### config.mk
export PLATFORM = sky130hd
export DESIGN_NAME = sdft_bin
export DESIGN_NICKNAME = d
export VERILOG_FILES = /design/src/rtl/sdft_pkg.sv /design/src/rtl/sdft_delay_line.sv /design/src/rtl/sdft_comb.sv /design/src/rtl/sdft_resonator.sv /design/src/rtl/sdft_bin.sv
export SDC_FILE = /design/constraint.sdc
export NUM_CORES = 2
export LEC_CHECK = 0
export ABC_CLOCK_PERIOD_IN_PS = 13650
export BUFFER_PORTS_ARGS = -buffer_cell sky130_fd_sc_hd__buf_4
export CORE_AREA = 2 2 335 337
export CTS_BUF_LIST = sky130_fd_sc_hd__clkbuf_8
export DETAILED_ROUTE_END_ITERATION = 7
export DIE_AREA = 0 0 337 339
export GPL_ROUTABILITY_DRIVEN = 0
export PLACE_DENSITY = 0.71
export SLEW_MARGIN = 20
export SYNTH_ARGS = -nofsm -noshare
export SYNTH_HDL_FRONTEND = slang
export SYNTH_SLANG_ARGS = --single-unit
### constraint.sdc
create_clock -name clk -period 13.65 [get_ports clk]
set_clock_uncertainty 0.05 [all_clocks]
set_input_delay 2.0475 -clock clk [delete_from_list [all_inputs] [get_ports clk]]
set_output_delay 2.0475 -clock clk [all_outputs]
set_load 0.1 [all_outputs]
### src/rtl/sdft_pkg.sv
package sdft_pkg;
  localparam int unsigned Q_FRAC   = 15;
  localparam int unsigned Q_COEF_W = 16;
endpackage

### src/rtl/sdft_delay_line.sv
module sdft_delay_line #(
  parameter int unsigned DATA_W = 16,
  parameter int unsigned DEPTH  = 20
) (
  input  logic                     clk,
  input  logic                     rst_n,
  input  logic                     wr_en,
  input  logic signed [DATA_W-1:0] din,
  output logic signed [DATA_W-1:0] dout_old
);
  localparam int unsigned PTR_W = (DEPTH > 1) ? $clog2(DEPTH) : 1;

  logic signed [DATA_W-1:0] mem_q [DEPTH];
  logic [PTR_W-1:0]         ptr_q;
  logic [PTR_W-1:0]         ptr_d;

  always_comb begin
    if (ptr_q == PTR_W'(DEPTH - 1)) ptr_d = '0;
    else                            ptr_d = ptr_q + 1'b1;
  end

  always_ff @(posedge clk or negedge rst_n) begin
    if (!rst_n) begin
      ptr_q <= '0;
      for (int i = 0; i < int'(DEPTH); i++) mem_q[i] <= '0;
    end else if (wr_en) begin
      mem_q[ptr_q] <= din;
      ptr_q        <= ptr_d;
    end
  end

  // Slot about to be overwritten holds the sample from DEPTH writes ago.
  assign dout_old = mem_q[ptr_q];
endmodule

### src/rtl/sdft_comb.sv
module sdft_comb
  import sdft_pkg::*;
#(
  parameter int unsigned DATA_W    = 16,
  parameter int unsigned COMB_W    = 18,
  parameter int          COEF_COMB = 32119
) (
  input  logic                     clk,
  input  logic                     rst_n,
  input  logic                     en,
  input  logic signed [DATA_W-1:0] x_new,
  input  logic signed [DATA_W-1:0] x_old,
  output logic signed [COMB_W-1:0] comb_q
);
  localparam int unsigned P_W = DATA_W + Q_COEF_W;
  localparam logic signed [Q_COEF_W-1:0] K_C  = Q_COEF_W'(COEF_COMB);
  localparam logic signed [P_W-1:0]      HALF = P_W'(1) << (Q_FRAC - 1);

  logic signed [P_W-1:0]    prod;
  logic signed [P_W-1:0]    rnd;
  logic signed [COMB_W-1:0] comb_d;

  always_comb begin
    prod   = K_C * x_old;
    rnd    = (prod + HALF) >>> Q_FRAC;
    comb_d = COMB_W'(x_new) - COMB_W'(rnd);
  end

  // Unit delay between comb and resonator.
  always_ff @(posedge clk or negedge rst_n) begin
    if (!rst_n)  comb_q <= '0;
    else if (en) comb_q <= comb_d;
  end
endmodule

### src/rtl/sdft_resonator.sv
module sdft_resonator
  import sdft_pkg::*;
#(
  parameter int unsigned COMB_W  = 18,
  parameter int unsigned STATE_W = 24,
  parameter int          COEF_RE = 26483,
  parameter int          COEF_IM = 19241
) (
  input  logic                      clk,
  input  logic                      rst_n,
  input  logic                      en,
  input  logic signed [COMB_W-1:0]  comb_in,
  output logic signed [STATE_W-1:0] re_q,
  output logic signed [STATE_W-1:0] im_q
);
  localparam int unsigned P_W = STATE_W + Q_COEF_W + 1;
  localparam logic signed [Q_COEF_W-1:0] K_RE = Q_COEF_W'(COEF_RE);
  localparam logic signed [Q_COEF_W-1:0] K_IM = Q_COEF_W'(COEF_IM);
  localparam logic signed [P_W-1:0] HALF = P_W'(1) << (Q_FRAC - 1);
  localparam logic signed [P_W-1:0] MAXV = P_W'({1'b0, {(STATE_W-1){1'b1}}});
  localparam logic signed [P_W-1:0] MINV = -MAXV - P_W'(1);

  logic signed [P_W-1:0]     acc_re, acc_im, sum_re, sum_im;
  logic signed [STATE_W-1:0] re_d, im_d;

  function automatic logic signed [STATE_W-1:0] clip(input logic signed [P_W-1:0] v);
    if (v > MAXV)      clip = STATE_W'(MAXV);
    else if (v < MINV) clip = STATE_W'(MINV);
    else               clip = STATE_W'(v);
  endfunction

  always_comb begin
    acc_re = P_W'(K_RE * re_q) - P_W'(K_IM * im_q);
    acc_im = P_W'(K_IM * re_q) + P_W'(K_RE * im_q);
    sum_re = ((acc_re + HALF) >>> Q_FRAC) + P_W'(comb_in);
    sum_im = (acc_im + HALF) >>> Q_FRAC;
    re_d   = clip(sum_re);
    im_d   = clip(sum_im);
  end

  always_ff @(posedge clk or negedge rst_n) begin
    if (!rst_n) begin
      re_q <= '0;
      im_q <= '0;
    end else if (en) begin
      re_q <= re_d;
      im_q <= im_d;
    end
  end
endmodule

### src/rtl/sdft_bin.sv
module sdft_bin
  import sdft_pkg::*;
#(
  parameter int unsigned DATA_W    = 16,
  parameter int unsigned STATE_W   = 24,
  parameter int unsigned WIN_N     = 20,
  parameter int          COEF_RE   = 26483,
  parameter int          COEF_IM   = 19241,
  parameter int          COEF_COMB = 32119
) (
  input  logic                      clk,
  input  logic                      rst_n,
  input  logic                      in_valid,
  input  logic signed [DATA_W-1:0]  in_sample,
  output logic                      out_valid,
  output logic signed [STATE_W-1:0] out_re,
  output logic signed [STATE_W-1:0] out_im
);
  localparam int unsigned COMB_W = DATA_W + 2;
  localparam int unsigned CNT_W  = $clog2(WIN_N + 1);

  logic signed [DATA_W-1:0] x_old;
  logic signed [COMB_W-1:0] comb_q;
  logic [CNT_W-1:0]         fill_q, fill_d;
  logic                     vld_d;

  sdft_delay_line #(.DATA_W(DATA_W), .DEPTH(WIN_N)) i_dly (
    .clk(clk), .rst_n(rst_n), .wr_en(in_valid), .din(in_sample), .dout_old(x_old)
  );

  sdft_comb #(.DATA_W(DATA_W), .COMB_W(COMB_W), .COEF_COMB(COEF_COMB)) i_comb (
    .clk(clk), .rst_n(rst_n), .en(in_valid), .x_new(in_sample), .x_old(x_old),
    .comb_q(comb_q)
  );

  sdft_resonator #(.COMB_W(COMB_W), .STATE_W(STATE_W),
                   .COEF_RE(COEF_RE), .COEF_IM(COEF_IM)) i_res (
    .clk(clk), .rst_n(rst_n), .en(in_valid), .comb_in(comb_q),
    .re_q(out_re), .im_q(out_im)
  );

  always_comb begin
    fill_d = fill_q;
    if (in_valid && (fill_q != CNT_W'(WIN_N))) fill_d = fill_q + 1'b1;
    vld_d = in_valid && (fill_q >= CNT_W'(WIN_N - 1));
  end

  always_ff @(posedge clk or negedge rst_n) begin
    if (!rst_n) begin
      fill_q    <= '0;
      out_valid <= 1'b0;
    end else begin
      fill_q    <= fill_d;
      out_valid <= vld_d;
    end
  end
endmodule

## Word level (Yosys, flattened, before mapping)

Cells that the tools add are included.

| word-level totals | value |
|---|---|
| output and inout bits | 49 |
| logic and storage cells | 64 |
| bits of input ports | 19 |
| register bits | 397 |

| cells by class | value |
|---|---|
| bitwise logic cells | 1 |
| reduce and logical (&&, ||, !) cells | 3 |
| equal/unequal tests | 2 |
| multiplexer cells | 11 |
| add/sub/neg operators | 9 |
| magnitude comparators | 7 |
| multiply operators | 5 |

Operators with widths:

| cell | count |
|---|---|
| 320-bit bitwise mux | 1 |
| 16-bit by 24-bit multiplier with 40-bit output (first input constant) | 4 |
| 24-bit 2-to-1 mux | 4 |
| 41-bit by 16-bit adder with 41-bit output (second input constant) | 2 |
| 16-bit binary-select mux with 5-bit select | 1 |
| 16-bit demux with 5-bit select | 1 |
| 16-bit 2-to-1 mux | 3 |
| 41-bit adder | 1 |
| 41-bit by 24-bit > comparator with 1-bit output (second input constant) | 1 |
| 41-bit by 24-bit less-than comparator with 1-bit output (second input constant) | 1 |
| 41-bit subtractor | 1 |
| 32-bit by 16-bit adder with 32-bit output (second input constant) | 1 |
| 16-bit by 16-bit multiplier with 32-bit output (first input constant) | 1 |
| 26-bit by 18-bit adder with 27-bit output | 1 |
| 26-bit by 24-bit > comparator with 1-bit output (second input constant) | 1 |
| 26-bit by 24-bit less-than comparator with 1-bit output (second input constant) | 1 |
| 16-bit by 17-bit subtractor with 18-bit output | 1 |
| 5-bit by 1-bit adder with 5-bit output (second input constant) | 2 |
| 6-bit >= comparator (second input constant) | 1 |
| 6-bit by 1-bit less-than comparator with 1-bit output (second input constant) | 1 |
| 5-bit inverter with 6-bit output | 1 |
| 5-bit equality test (second input constant) | 1 |
| 5-bit >= comparator (second input constant) | 1 |
| 5-bit 2-to-1 mux | 1 |
| other kinds (2) | 4 |

## Longest topological paths before layout

| depth | value |
|---|---|
| depth in word-level cells | 7 |
| mapped depth | 48 |
| mapped depth without buffers | 46 |

## By module

Synthesis repeated with hierarchy kept, for this count alone.

| second synthesis, totals | value |
|---|---|
| cell total of the unflattened synthesis | 5047 |
| area total of the unflattened synthesis | 54880.1 um^2 |

Modules (own cells, without submodules):

| module | sequential area each (um^2) | area an instance (um^2) | instances | cells each |
|---|---|---|---|---|
| sdft_resonator | 1201.2 | 32738.9 | 1 | 3241 |
| sdft_delay_line | 8132.8 | 15080.7 | 1 | 1067 |
| sdft_comb | 450.4 | 6779.0 | 1 | 714 |
| sdft_bin | 150.1 | 281.5 | 1 | 25 |

## Worst setup path before layout

No wires, ideal clock.

| timing | value |
|---|---|
| path type | register to register |
| from | register i_res.re_q[6] |
| to | register i_res.re_q[14] |
| slack | 2.652 ns |
| stages on the path, launching flop included | 49 |
| data required time | 13.468 ns |
| clock period less this slack | 10.998 ns |
| library setup time | 0.132 ns |
| path buffers | 2 |
| arrival time | 10.817 ns |
| path through | dfrtp_1 > inv_1 > fa_1 > fa_1 > inv_1 > fa_1 > inv_1 > fa_1 > inv_1 > fa_1 > inv_1 > fa_1 > inv_1 > ha_1 > nand3_1 > nor2_1 > a21oi_1 > o21ai_0 > (+13 left out) > nor3b_1 > o21a_1 > o21a_1 > nor2_1 > xnor2_1 > ha_1 > and3_1 > a22oi_1 > nor2_1 > a211oi_1 > a21oi_2 > o2111a_1 > a211o_1 > o31a_1 > buf_6 > buf_6 > o211ai_2 > o21ai_1 |

| between the ends | value |
|---|---|
| longest elaborated chain between the ends | 7 |
| elaborated cells between the ends (all ways) | 8 |
| those cells by class | add/sub (3); mul (1); order compare (2); mux (2) |

RTL lines:

| what | RTL line | text |
|---|---|---|
| start, declared | sdft_resonator.sv:13 | `output logic signed [STATE_W-1:0] re_q,` |
| start signal, assigned | sdft_resonator.sv:46 | `re_q <= re_d;` |
| 16-bit by 24-bit multiplier with 40-bit output * | sdft_resonator.sv:33 | `acc_re = P_W'(K_RE * re_q) - P_W'(K_IM * im_q);` |
| 41-bit subtractor * | sdft_resonator.sv:33 |  |
| 41-bit by 16-bit adder with 41-bit output * | sdft_resonator.sv:35 | `sum_re = ((acc_re + HALF) >>> Q_FRAC) + P_W'(comb_in);` |
| 26-bit by 18-bit adder with 27-bit output * | sdft_resonator.sv:35 |  |
| 41-bit by 24-bit less-than comparator with 1-bit output | sdft_resonator.sv:28 | `else if (v < MINV) clip = STATE_W'(MINV);` |
| 24-bit 2-to-1 mux | sdft_resonator.sv:28 |  |
| 24-bit 2-to-1 mux * | sdft_resonator.sv:27 | `if (v > MAXV) clip = STATE_W'(MAXV);` |

Mark *: on every way between the ends. The rest lies on a longest branch, timed or not.
A chain may end at the register's enable or synchronous reset.

## Worst setup path after layout

| timing | value |
|---|---|
| from | register i_res.re_q[6] |
| to | register i_res.re_q[18] |

Same word-level chain as after synthesis.

==> reports/metrics.yaml <==
clock_tree:
  path_clk_slew_ns: 0.06
  cts_tree: "built"
  cts-root-buf: "clkbuf_8"
  clockBufferDepth: 3
  cts.sinks: 397
  h-tree-depth: 3
  clkLatencyLatePin_ns: 0.72
  cts_made_buffers: 72
  cts_setup_buffers: 0
  cts_hold_buf: 0
  cts_resized: 0
global_route:
  overflow: 0
  grtUsageMet3: 0.0311
  use_met2: 0.417
  grt_pass1_vias: 41200
  grt_busiest_layer: "met2"
  antenna_found_initial: 2
  track_usage: 0.251
  met1_usage: 0.340
  grt_pass1_wl_mm: 226
  grt_max_degree: 165
floorplanning:
  die_area_mm2: 0.114
  core_area_mm2: 0.110
  rows: 122
  pin_count: 68
  chipWidth_um: 337
  die_h_um: 339
  start_util: 0.508
layout:
  area_delta_synth_final_pct: 6.57
  layout_common_cells: "inv_1, ha_1, fa_1"
  final_common_cell: "inv_1"
  nNetsFinal: 6961
  fin_util: 0.541
  drive_gt1_frac: 0.124
sta:
  tns_ns: 0
  slew_headroom: 0.213
  finalCritPeriodShare: 0.877
  rsz0062_at_grt: "no"
  tightest_slew_ns: 1.18
  fmax_mhz: 83.6
  hold_viol: 0
  fin_crit_ns: 11.97
  slew_violations: 0
  setup_viol: 0
drt:
  vias: 39100
  drt_iter0_drc: 2893
  via_per_inst: 5.66
  ant_nets: 0
  wl_per_cell_um: 20.1
  wirelength_mm: 139
  dr.pass1.iters: 6
  drc: 0
synth:
  ys_seq_area_frac: 0.177
  async_reset_ff_frac: 1.00
  ys.flop_type: "dfrtp_1"
  yosys_warnings: 0
  synth-edff-count: 0
  ys_ff_latch: 397
  netlist_instances: 5306
  syn_nets: 6907
  synth_cell_types: 90
  synthesis.area_mm2: 0.0560
  avgSynthCellArea_um2: 10.6
setup_path:
  crit_path_top_delay_cell: "dfrtp_1"
  cp.arrival_ns: 12.46
  worstPathRequired_ns: 14.14
  critical_path_class: "reg2reg"
  start_kind: "flip-flop"
  cp-end-kind: "flip-flop"
  max_stage_delay_ns: 0.73
  cp_max_fo: 20
job:
  maxCapViolations: 0
min_path:
  hp-class: "reg2reg"
placement:
  portBuffers: 67
  dp_hpwl_mm: 111
status:
  status: "finished clean"
path summary, 6_finish.rpt:
| path | to | slack (ns) | cells after the start | startpoint |
|---|---|---|---|---|
| max in group asynchronous | i_res.im_q[23]$_DFFE_PN0P_ | 9.79 | 3 | rst_n |
| worst min register to register | i_dly.mem_q[128]$_DFFE_PN0P_ | 0.43 | 2 | i_dly.mem_q[128]$_DFFE_PN0P_ |
| worst max-delay path | i_res.re_q[18]$_DFFE_PN0P_ | 1.68 | 46 | i_res.re_q[6]$_DFFE_PN0P_ |
| worst max register to register | i_res.re_q[18]$_DFFE_PN0P_ | 1.68 | 46 | i_res.re_q[6]$_DFFE_PN0P_ |
| worst min-delay path | i_dly.mem_q[128]$_DFFE_PN0P_ | 0.43 | 2 | i_dly.mem_q[128]$_DFFE_PN0P_ |
| min in group asynchronous | i_dly.mem_q[264]$_DFFE_PN0P_ | 1.38 | 1 | rst_n |
kinds of logic (layout without fill, tap and decap cells):
group                      after synthesis  in the layout  share of synthesized area
AOI/OAI and AO/OA                      869            869                      0.101
and+or+nand+nor                        619            619                     0.0527
xor gates and xnor gates               282            282                     0.0441
buffers and inverters                 1120           1229                     0.0759
adders and majority gates             1582           1582                      0.446
other                                    0              2                          0
DFF                                    397            397                      0.177
muxes                                  437            437                      0.103
worst max-delay path: cells and delay by family (launching register included):
family                     cells  cell delay (ns)
DFF                            1             0.73
and+or+nand+nor                7             0.99
xor gates and xnor gates       2             0.29
AOI/OAI and AO/OA             21             5.04
buffers and inverters          6             0.52
adders and majority gates     10             4.15
layout make-up:
cell class,count,area (µm²)
clock inverters,41,249
inverters,988,3710
flip-flops and latches,397,9950
multi-input cells,3789,41900
well taps,1488,1860
repair buffers,112,861
fillers,9475,50600
clock buffers,88,1210
diodes,2,5.00
sequential cells by signal, summed over array words and instances (netlist names):
register	cells
i_dly.mem_q	320
i_res.im_q	24
i_res.re_q	24
i_comb.comb_q	18
fill_q	5
i_dly.ptr_q	5
out_valid	1
layer usage:
layer	wire [µm]	up-vias
met2	66800	1143
met4	4930	0
li1	-	18000
met3	7990	243
met5	0	-
met1	59400	19700
synth_stat cells, drive strengths merged (26+ instances only):
| cell type | count | area [µm²] |
|---|---|---|
| a21o | 127 | 953 |
| nand3 | 52 | 265 |
| dfrtp | 397 | 9930 |
| nor3 | 43 | 215 |
| o21a | 40 | 300 |
| nand2b | 29 | 181 |
| nor2 | 172 | 646 |
| buf | 26 | 148 |
| nand2 | 178 | 668 |
| mux4 | 78 | 1760 |
| inv | 987 | 3700 |
| fa | 693 | 13900 |
| clkbuf | 106 | 398 |
| ha | 889 | 11100 |
| mux2 | 316 | 3560 |
| o21ai | 202 | 1010 |
| o211ai | 44 | 360 |
| a21oi | 230 | 1160 |
| xnor2 | 196 | 1720 |
| xor2 | 86 | 753 |
| mux2i | 43 | 430 |
stage by stage:
| step | instances | setup WS, ns | cell area, µm² | hold WS [ns] |
|---|---|---|---|---|
| 2_1_floorplan | 5306 | 2.65 | 56000 | 0.395 |
| 3_3_place_gp | 6774 | 2.09 | 58200 | 0.407 |
| 3_5_place_dp | 6774 | 1.91 | 58200 | 0.415 |
| 4_1_cts | 6903 | 1.82 | 59700 | 0.429 |
| 5_1_grt | 6904 | 1.00 | 59700 | 0.456 |
| 6_report | 6905 | 1.68 | 59700 | 0.429 |
Power is not shown: default switching activity piles up to over one toggle a cycle in this logic, so the estimate is an artifact.
